--- src/rtl/rxf_pkg.sv ---
package rxf_pkg;
  parameter int DATA_W = 8;

  typedef struct packed {
    logic              brk;
    logic              fer;
    logic              per;
    logic              ovr;
    logic [DATA_W-1:0] data;
  } rx_entry_t;

  // Fill threshold chosen by the two-bit trigger select.
  function automatic int trig_level(input logic [1:0] sel);
    case (sel)
      2'd0:    return 1;
      2'd1:    return 4;
      2'd2:    return 8;
      default: return 12;
    endcase
  endfunction

  // Clears the top data bit when 7-bit mode is selected.
  function automatic logic [DATA_W-1:0] fit_width(input logic [DATA_W-1:0] d,
                                                  input logic seven);
    logic [DATA_W-1:0] m;
    m = {DATA_W{1'b1}};
    if (seven) m[DATA_W-1] = 1'b0;
    return d & m;
  endfunction

  // Builds the status word. The head flags read 0 when the queue is empty.
  function automatic logic [15:0] pack_status(input rx_entry_t head, input logic empty,
                                               input logic tout, input logic rdis,
                                               input logic [4:0] cnt);
    logic [15:0] s;
    s        = '0;
    s[15]    = head.brk & ~empty;
    s[14]    = empty;
    s[13]    = head.fer & ~empty;
    s[12]    = head.per & ~empty;
    s[11]    = head.ovr & ~empty;
    s[9]     = tout;
    s[7]     = rdis;
    s[4:0]   = cnt;
    return s;
  endfunction
endpackage

--- src/rtl/rxf_store.sv ---
module rxf_store #(
  parameter int DEPTH = 16
) (
  input  logic               clk,
  input  logic               rst_n,
  input  logic               clr,
  input  logic               push,
  input  logic               pop,
  input  rxf_pkg::rx_entry_t wr_entry,
  output rxf_pkg::rx_entry_t head,
  output logic [$clog2(DEPTH+1)-1:0] count,
  output logic [$clog2(DEPTH+1)-1:0] count_nxt,
  output logic               empty,
  output logic               full,
  output logic               push_ok,
  output logic               pop_ok,
  output logic               drop
);
  localparam int AW = $clog2(DEPTH);
  localparam int CW = $clog2(DEPTH+1);

  rxf_pkg::rx_entry_t mem [DEPTH];
  logic [AW-1:0] wptr, rptr, last_ptr;

  always_comb begin
    empty    = (count == '0);
    full     = (count == CW'(DEPTH));
    pop_ok   = pop && !empty;
    push_ok  = push && (!full || pop_ok);
    drop     = push && !push_ok;
    last_ptr = wptr - AW'(1);
    case ({push_ok, pop_ok})
      2'b10:   count_nxt = count + CW'(1);
      2'b01:   count_nxt = count - CW'(1);
      default: count_nxt = count;
    endcase
  end

  always_ff @(posedge clk or negedge rst_n) begin
    if (!rst_n) begin
      wptr  <= '0;
      rptr  <= '0;
      count <= '0;
    end else if (clr) begin
      wptr  <= '0;
      rptr  <= '0;
      count <= '0;
    end else begin
      if (push_ok) wptr <= wptr + AW'(1);
      if (pop_ok)  rptr <= rptr + AW'(1);
      count <= count_nxt;
    end
  end

  // A dropped arrival marks the newest stored entry with the overrun flag.
  always_ff @(posedge clk) begin
    if (!clr) begin
      if (push_ok)   mem[wptr]         <= wr_entry;
      else if (drop) mem[last_ptr].ovr <= 1'b1;
    end
  end

  assign head = mem[rptr];
endmodule

--- src/rtl/rxf_tout.sv ---
module rxf_tout #(
  parameter int TOUT_CHARS = 4
) (
  input  logic clk,
  input  logic rst_n,
  input  logic clr,
  input  logic tick,
  input  logic arm,
  input  logic restart,
  output logic fire
);
  localparam int TW = $clog2(TOUT_CHARS+1);
  logic [TW-1:0] idle_cnt;

  always_ff @(posedge clk or negedge rst_n) begin
    if (!rst_n)                         idle_cnt <= '0;
    else if (clr || restart || !arm)    idle_cnt <= '0;
    else if (tick && idle_cnt < TW'(TOUT_CHARS)) idle_cnt <= idle_cnt + TW'(1);
  end

  assign fire = arm && !restart && !clr && tick && (idle_cnt == TW'(TOUT_CHARS-1));
endmodule

--- src/rtl/rxf_rstseq.sv ---
module rxf_rstseq #(
  parameter int RST_CYCLES = 4
) (
  input  logic clk,
  input  logic rst_n,
  input  logic req,
  output logic busy
);
  localparam int RW = $clog2(RST_CYCLES+1);
  logic [RW-1:0] left;

  always_ff @(posedge clk or negedge rst_n) begin
    if (!rst_n)          left <= '0;
    else if (req)        left <= RW'(RST_CYCLES);
    else if (left != '0) left <= left - RW'(1);
  end

  assign busy = (left != '0);
endmodule

--- src/rtl/rxfifo_status.sv ---
module rxfifo_status #(
  parameter int DEPTH      = 16,
  parameter int TOUT_CHARS = 4,
  parameter int RST_CYCLES = 4
) (
  input  logic                       clk,
  input  logic                       rst_n,
  input  logic                       rx_valid,
  input  logic [rxf_pkg::DATA_W-1:0] rx_data,
  input  logic                       rx_brk,
  input  logic                       rx_fer,
  input  logic                       rx_per,
  input  logic                       char_tick,
  input  logic [1:0]                 cfg_trig,
  input  logic                       cfg_seven,
  input  logic                       rd_pop,
  output logic [rxf_pkg::DATA_W-1:0] rd_data,
  input  logic                       stat_wr,
  input  logic [15:0]                stat_wdata,
  output logic [15:0]                stat,
  input  logic                       fifo_rst_en,
  input  logic                       fifo_rst_rx,
  input  logic                       sw_rst,
  output logic                       rst_busy,
  output logic                       irq
);
  import rxf_pkg::*;
  localparam int CW = $clog2(DEPTH+1);

  rx_entry_t     wr_entry, head;
  logic [CW-1:0] count, count_nxt;
  logic          empty, full, push_ok, pop_ok, drop_evt;
  logic          clr_all, store_clr, rdis_evt, tout_evt, arm;
  logic          rdis_q, tout_q;
  logic [CW-1:0] thr;
  logic          unused_wd;

  assign unused_wd = ^{stat_wdata[15:10], stat_wdata[8], stat_wdata[6:0]};

  assign clr_all   = sw_rst | rst_busy;
  assign store_clr = clr_all | (fifo_rst_en & fifo_rst_rx);
  assign thr       = CW'(trig_level(cfg_trig));

  always_comb begin
    wr_entry.data = fit_width(rx_data, cfg_seven);
    wr_entry.brk  = rx_brk;
    wr_entry.fer  = rx_fer;
    wr_entry.per  = rx_per;
    wr_entry.ovr  = 1'b0;
  end

  rxf_store #(.DEPTH(DEPTH)) u_store (
    .clk(clk), .rst_n(rst_n), .clr(store_clr),
    .push(rx_valid & ~clr_all), .pop(rd_pop),
    .wr_entry(wr_entry), .head(head),
    .count(count), .count_nxt(count_nxt),
    .empty(empty), .full(full),
    .push_ok(push_ok), .pop_ok(pop_ok), .drop(drop_evt)
  );

  assign arm = !empty && (count < thr);

  rxf_tout #(.TOUT_CHARS(TOUT_CHARS)) u_tout (
    .clk(clk), .rst_n(rst_n), .clr(store_clr), .tick(char_tick),
    .arm(arm), .restart(push_ok), .fire(tout_evt)
  );

  rxf_rstseq #(.RST_CYCLES(RST_CYCLES)) u_rst (
    .clk(clk), .rst_n(rst_n), .req(sw_rst), .busy(rst_busy)
  );

  assign rdis_evt = push_ok && (count_nxt >= thr);

  // A 0 written into a sticky bit clears it; a setting event in the same cycle wins.
  always_ff @(posedge clk or negedge rst_n) begin
    if (!rst_n) begin
      rdis_q <= 1'b0;
      tout_q <= 1'b0;
    end else if (clr_all) begin
      rdis_q <= 1'b0;
      tout_q <= 1'b0;
    end else begin
      rdis_q <= rdis_evt | (rdis_q & ~(stat_wr & ~stat_wdata[7]));
      tout_q <= tout_evt | (tout_q & ~(stat_wr & ~stat_wdata[9]));
    end
  end

  assign stat    = pack_status(head, empty, tout_q, rdis_q, 5'(count));
  assign rd_data = empty ? '0 : head.data;
  assign irq     = rdis_q | tout_q;
endmodule

--- config.mk ---
export PLATFORM = sky130hd
export DESIGN_NAME = rxfifo_status
export DESIGN_NICKNAME = d
export VERILOG_FILES = /design/src/rtl/rxf_pkg.sv /design/src/rtl/rxf_store.sv /design/src/rtl/rxf_tout.sv /design/src/rtl/rxf_rstseq.sv /design/src/rtl/rxfifo_status.sv
export SDC_FILE = /design/constraint.sdc
export NUM_CORES = 1
export LEC_CHECK = 0
export BUFFER_PORTS_ARGS = -buffer_cell sky130_fd_sc_hd__buf_2
export CORE_MARGIN = 2
export CORE_UTILIZATION = 65
export DETAILED_ROUTE_END_ITERATION = 16
export PLACE_DENSITY = 0.83
export SLEW_MARGIN = 10
export SYNTH_ARGS = -nofsm -noshare
export SYNTH_HDL_FRONTEND = slang
export SYNTH_SLANG_ARGS = --single-unit
export TNS_END_PERCENT = 50
--- constraint.sdc ---
create_clock -name clk -period 8.4 [get_ports clk]
set_input_delay 0.84 -clock clk [delete_from_list [all_inputs] [get_ports clk]]
set_output_delay 0.84 -clock clk [all_outputs]
set_load 0.05 [all_outputs]
After elaboration in Yosys (flattened, before gate mapping)
Memory sizes are Yosys's and may differ from the RTL's.
Index checks and enable logic that the tools add are counted.
- add/sub/neg operators: 7
- $lt $le $gt $ge: 3
- equal/unequal tests: 6
- mux-type cells: 25
- bitwise operators: 22
- reductions and logical operators: 26
- operators by type and width (kind ; count):
    $mux 4 ; 5
    $mux 12 ; 1
    $mux 3 ; 4
    $pmux 4 s3 ; 1
    $reduce_or 12->1 ; 1
    $and 1x1->1 ; 10
    $logic_and 1x1->1 ; 10
    $mux 1 ; 10
    $pmux 5 s2 ; 1
    $add 4x1->4 const B ; 2
    $and 8x8->8 ; 1
    $mux 8 ; 1
    $reduce_bool 2->1 ; 4
    $not 1->1 ; 6
    $add 5x1->5 const B ; 1
    $eq 5x5->1 const B ; 1
    $ge 5x5->1 ; 1
    $logic_not 1->1 ; 5
    $logic_not 5->1 ; 1
    $lt 5x5->1 ; 1
    $mux 5 ; 1
    $or 1x1->1 ; 5
    $sub 5x1->5 const B ; 1
    $eq 2x1->1 const B ; 2
    other kinds (10) ; 13
- register bits: 21
- RAM bits: 192
- input bits: 39
- word-level logic and storage cells: 97
- memories kept: 1
- memories (name ; depth ; width ; rd ports ; clocked after memory_dff ; wr ports ; line ; RTL):
    u_store.mem ; 16 ; 12 ; 1 ; 0 ; 1 ; rxf_store.sv:22 ; rxf_pkg::rx_entry_t mem [DEPTH];

Longest topological paths before layout
- word-level depth: 13
- depth in mapped cells: 16
- mapped depth without buffers: 15

Cells and area by module
A second synthesis with hierarchy kept.
- cells, all modules: 577
- area total of the unflattened synthesis: 9390.3 um^2
- by module, submodules not included (module ; times used ; cells each ; area each (um^2)):
    rxf_store ; 1 ; 494 ; 8634.5
    rxfifo_status ; 1 ; 49 ; 401.6
    rxf_rstseq ; 1 ; 16 ; 177.7
    rxf_tout ; 1 ; 18 ; 176.4

Worst setup path after synthesis
Ideal clock, no wire load.
- path kind: register -> register
- from: reg u_store.count[1]
- to: reg rdis_q
- setup time: 0.140 ns
- arrival time: 3.522 ns
- data required time: 8.260 ns
- path slack: 4.738 ns
- cell stages (with the launch flop): 17
- period minus slack after synthesis: 3.662 ns
- path through: dfrtp_1 buf_6 or4_4 buf_6 o211ai_1 ha_1 clkbuf_1 xor2_1 ha_1 a21oi_1 xor2_1 nor2_1 xor2_1 ha_1 nand3_1 and3_1 o22ai_1
- word-level cells in the longest chain between the ends: 11
- elaborated cells on any way between the ends: 16
- RTL lines (element ; line ; RTL):
    start, declared ; rxf_store.sv:11 ; output logic [$clog2(DEPTH+1)-1:0] count,
    start signal, assigned ; rxf_store.sv:51 ; count <= count_nxt;
    $logic_not 5->1 ; rxf_store.sv:26 ; empty = (count == '0);
    $logic_not 1->1 ; rxf_store.sv:28 ; pop_ok = pop && !empty;
    $logic_and 1x1->1 ; rxf_store.sv:28 ;
    $logic_or 1x1->1 ; rxf_store.sv:29 ; push_ok = push && (!full || pop_ok);
    $logic_and 1x1->1 ; rxf_store.sv:29 ;
    $eq 2x1->1 or $eq 2x2->1 (tied branches) ; rxf_store.sv:32 ; case ({push_ok, pop_ok})
    $pmux 5 s2 ; rxf_store.sv:32 ;
    $ge 5x5->1 ; rxfifo_status.sv:72 ; assign rdis_evt = push_ok && (count_nxt >= thr);
    $logic_and 1x1->1 * ; rxfifo_status.sv:72 ;
    $or 1x1->1 * ; rxfifo_status.sv:83 ; rdis_q <= rdis_evt | (rdis_q & ~(stat_wr & ~stat_wdata[7]));
    $mux 1 * ; rxfifo_status.sv:79 ; end else if (clr_all) begin
    end signal, assigned ; rxfifo_status.sv:83 ;
    end, declared ; rxfifo_status.sv:34 ; logic rdis_q, tout_q;
Mark *: on every way between the ends. The rest lies on a longest branch, timed or not.
A chain may end at the register's enable or synchronous reset.

Final worst setup path
- from: reg u_store.count[1]
- to: out rd_data[7] (netlist name)
- word-level cells in the longest chain between the ends: 2
- RTL lines (element ; line ; RTL):
    $logic_not 5->1 ; rxf_store.sv:26 ;
    $mux 8 ; rxfifo_status.sv:89 ; assign rd_data = empty ? '0 : head.data;
    end, declared ; rxfifo_status.sv:17 ; output logic [rxf_pkg::DATA_W-1:0] rd_data,
Every way passes these cells.

==> results.yml <==
outcome:
  run_status: "complete, no violations"
synthesis:
  synth_top_cell_area_share_pct: 62.6
  share_of_the_synthesized_area_in_compound_gates_ao_oa_aoi_oai_pct: 3.94
  synth_simple_gate_area_share_pct: 6.99
  synth_flop_cell: "sky130_fd_sc_hd__edfxtp_1"
  synthesis.area_um2: 9210
  synthDistinctLibCells: 54
  synth_top_cell_by_area: "sky130_fd_sc_hd__edfxtp_1"
  netlist_top_cells_area: "sky130_fd_sc_hd__edfxtp_1, sky130_fd_sc_hd__mux4_2, sky130_fd_sc_hd__dfrtp_1"
  synthAdderAreaFrac_pct: 2.04
  muxShareOfSynthArea_pct: 14.7
  synth_xor_xnor_area_share_pct: 1.33
  synth.yosys.warnings: 0
  synth_seq_cells: 213
  synth-async-reset-ratio_pct: 9.86
  synth_top_family_by_area: "multiplexers"
  post_synth_inst_count: 542
  synth_sequential_area_ratio_pct: 68.3
  avgSynthCellArea_um2: 17.0
  synth_edf_count: 192
grt:
  initial_antenna_violation_count: 0
  global_route.overflow_total: 0
  grt_overall_usage_pct: 26.9
  pin_count_of_the_biggest_net_entering_global_routing: 52
  first_global_vias: 5233
  wire_length_of_the_first_global_routing_pass_um: 29600
floorplan:
  die_area_um2: 15100
  die_w_um: 123
  core.rowCount: 43
  core_area_um2: 13900
  io_pins: 65
  die_h_um: 123
  initial_utilization_pct: 66.3
timing:
  tns_ns: 0
  timing.max_slew.rel_slack_pct: 9.98
  hold_violations: 0
  rsz0062_at_grt: "false"
  slew_violations: 0
  least_margin_pin_slew_ns: 1.35
  finalClockSkew_ns: 0.0223
  finalSetupViolations: 0
  timing.final.crit_share_pct: 47.9
  clock.fmax_mhz: 248
  period_needed_ns: 4.03
pwr:
  power.density_nw_per_um2: 211
  power.static_leakage_uw: 0.00333
  vdd_drop_max_uv: 214
setup_path:
  critPathArrivalTime_ns: 3.19
  setup.worst_path.start_class: "flip-flop"
  critical_path.max_fanout: 12
  path_class: "reg -> out"
  timing.reg2reg.setup_slack_ns: 4.59
  crit_required_ns: 7.56
  cp-end-kind: "primary output"
routing:
  routed_wire_length_per_instance_um: 24.5
  detailedRoute.firstPassIterationCount: 5
  via_count: 5058
  vias_per_cell: 6.48
  final_antenna_net_count: 0
  wl_um: 19100
  drc_errors: 0
  drtIter0Drc: 326
placed_design:
  numPortBuffers: 46
  globalplace.congestion: 0.776
  place.detailed.hpwl_um: 11400
  postPlaceCellArea_um2: 9540
flow_run:
  maxCapViolations: 0
clock_network:
  worst_setup_hold_path_clk_slew_ns: 0.06
  cts_tree: "done"
  clock-sinks: 213
  postCtsHoldBufs: 0
  clk_latency_ns: 0.51
  post_cts_resize_count: 0
  largest_buffer_count_on_any_clock_path: 3
  cts.root.buffer_cell: "sky130_fd_sc_hd__clkbuf_16"
  numCtsBuffers: 21
  ctsHtreeMaxLevel: 1
  post_cts.repair.setup_buffers: 0
final_layout:
  nFillCells: 830
  drive_gt1_share_pct: 26.2
  most_frequent_standard_cell_in_the_layout_excluding_fill_and_tap_cells: "sky130_fd_sc_hd__edfxtp_1"
  mostFrequentLayoutCells: "sky130_fd_sc_hd__edfxtp_1, sky130_fd_sc_hd__nor2_1, sky130_fd_sc_hd__mux4_2, sky130_fd_sc_hd__buf_2, sky130_fd_sc_hd__mux2i_1"
  area.growth.synth_to_final_pct: 10.8
  sequential_cell_area_um2: 6300
  nNetsFinal: 639
  antenna_cells: 0
  post-route-cell-area_um2: 10200
  area_of_the_multi_input_gates_um2: 2690
hold_path:
  holdCritPathClass: "in -> async"
[synth_stat cells, types with 8 or more instances]
library cell and number:
sky130_fd_sc_hd__edfxtp_1 192, sky130_fd_sc_hd__nor2_1 55, sky130_fd_sc_hd__mux4_2 48, sky130_fd_sc_hd__mux2i_1 27, sky130_fd_sc_hd__clkbuf_1 23, sky130_fd_sc_hd__dfrtp_1 21
sky130_fd_sc_hd__ha_1 15, sky130_fd_sc_hd__o22ai_1 15, sky130_fd_sc_hd__nand2_1 13, sky130_fd_sc_hd__and2_1 10, sky130_fd_sc_hd__inv_1 10, sky130_fd_sc_hd__a21oi_1 9
sky130_fd_sc_hd__xor2_1 8
[metrics by stage]
stage          cells  total power, µW  setup slack (ns)  util, %  hold slack [ns]
5_1_grt          780             2210              4.30     73.5            0.326
3_3_place_gp     742             1280              4.45     68.8            0.499
3_5_place_dp     742             1280              4.37     68.8            0.519
4_1_cts          780             2160              4.40     73.4            0.295
2_1_floorplan    545             1260              4.74        -            0.479
6_report         780             2150              4.37     73.5            0.307
[worst paths after layout]
check                                 start         endpoint  cells after the start
setup / recovery           u_store.count[1]       rd_data[7]                      4
hold / removal                        rst_n  u_store.wptr[0]                      1
setup reg to reg              u_rst.left[0]           rdis_q                     15
hold reg to reg               u_rst.left[2]    u_rst.left[2]                      1
max in group asynchronous             rst_n  u_store.rptr[0]                      1
min in group clk              u_rst.left[2]    u_rst.left[2]                      1
[power by group]
part | switching, µW | internal [µW]
registers | 6.83 | 1160
logic | 65.4 | 29.6
clock network | 382 | 503
total | 454 | 1690
[logic make-up after synthesis]
| logic type | Yosys count |
|---|---|
| mux | 75 |
| xor+xnor | 14 |
| fa+ha+maj | 15 |
| compound gates | 49 |
| simple gates | 127 |
| flops | 213 |
| other cells | 1 |
| buf+inv | 48 |
[routing by layer]
layer / global-route usage (%) / vias to the layer above / part of all wire [%]
met5: 0 / - / 0
met4: 9.23 / 0 / 3.3
li1: - / 2185 / -
met3: 4.52 / 52 / 7.3
met2: 46.4 / 244 / 52
met1: 35.2 / 2577 / 38
[registers in the layout, summed over array words and instances, names as in the netlist]
register / cells
rdis_q: 1
u_store.count: 5
u_rst.left: 3
u_tout.idle_cnt: 3
u_store.mem: 192
u_store.wptr: 4
tout_q: 1
u_store.rptr: 4
[final cells by class]
cell class | instances | share of cell area, %
flip-flops and latches | 213 | 61.8
clock inverters | 11 | 0.847
multi-input cells | 284 | 26.4
repair buffers | 53 | 2.77
inverters | 12 | 0.564
clock buffers | 27 | 5.47
well taps | 180 | 2.21
[critical path, cell delays in order, from the launching register on]
cell                      delay [ns]
sky130_fd_sc_hd__dfrtp_1        0.50
sky130_fd_sc_hd__or4_4          0.63
sky130_fd_sc_hd__o21ai_1        0.93
sky130_fd_sc_hd__o22ai_1        0.31
sky130_fd_sc_hd__buf_2          0.32
No activity file was read; power rests on OpenSTA's default activity.
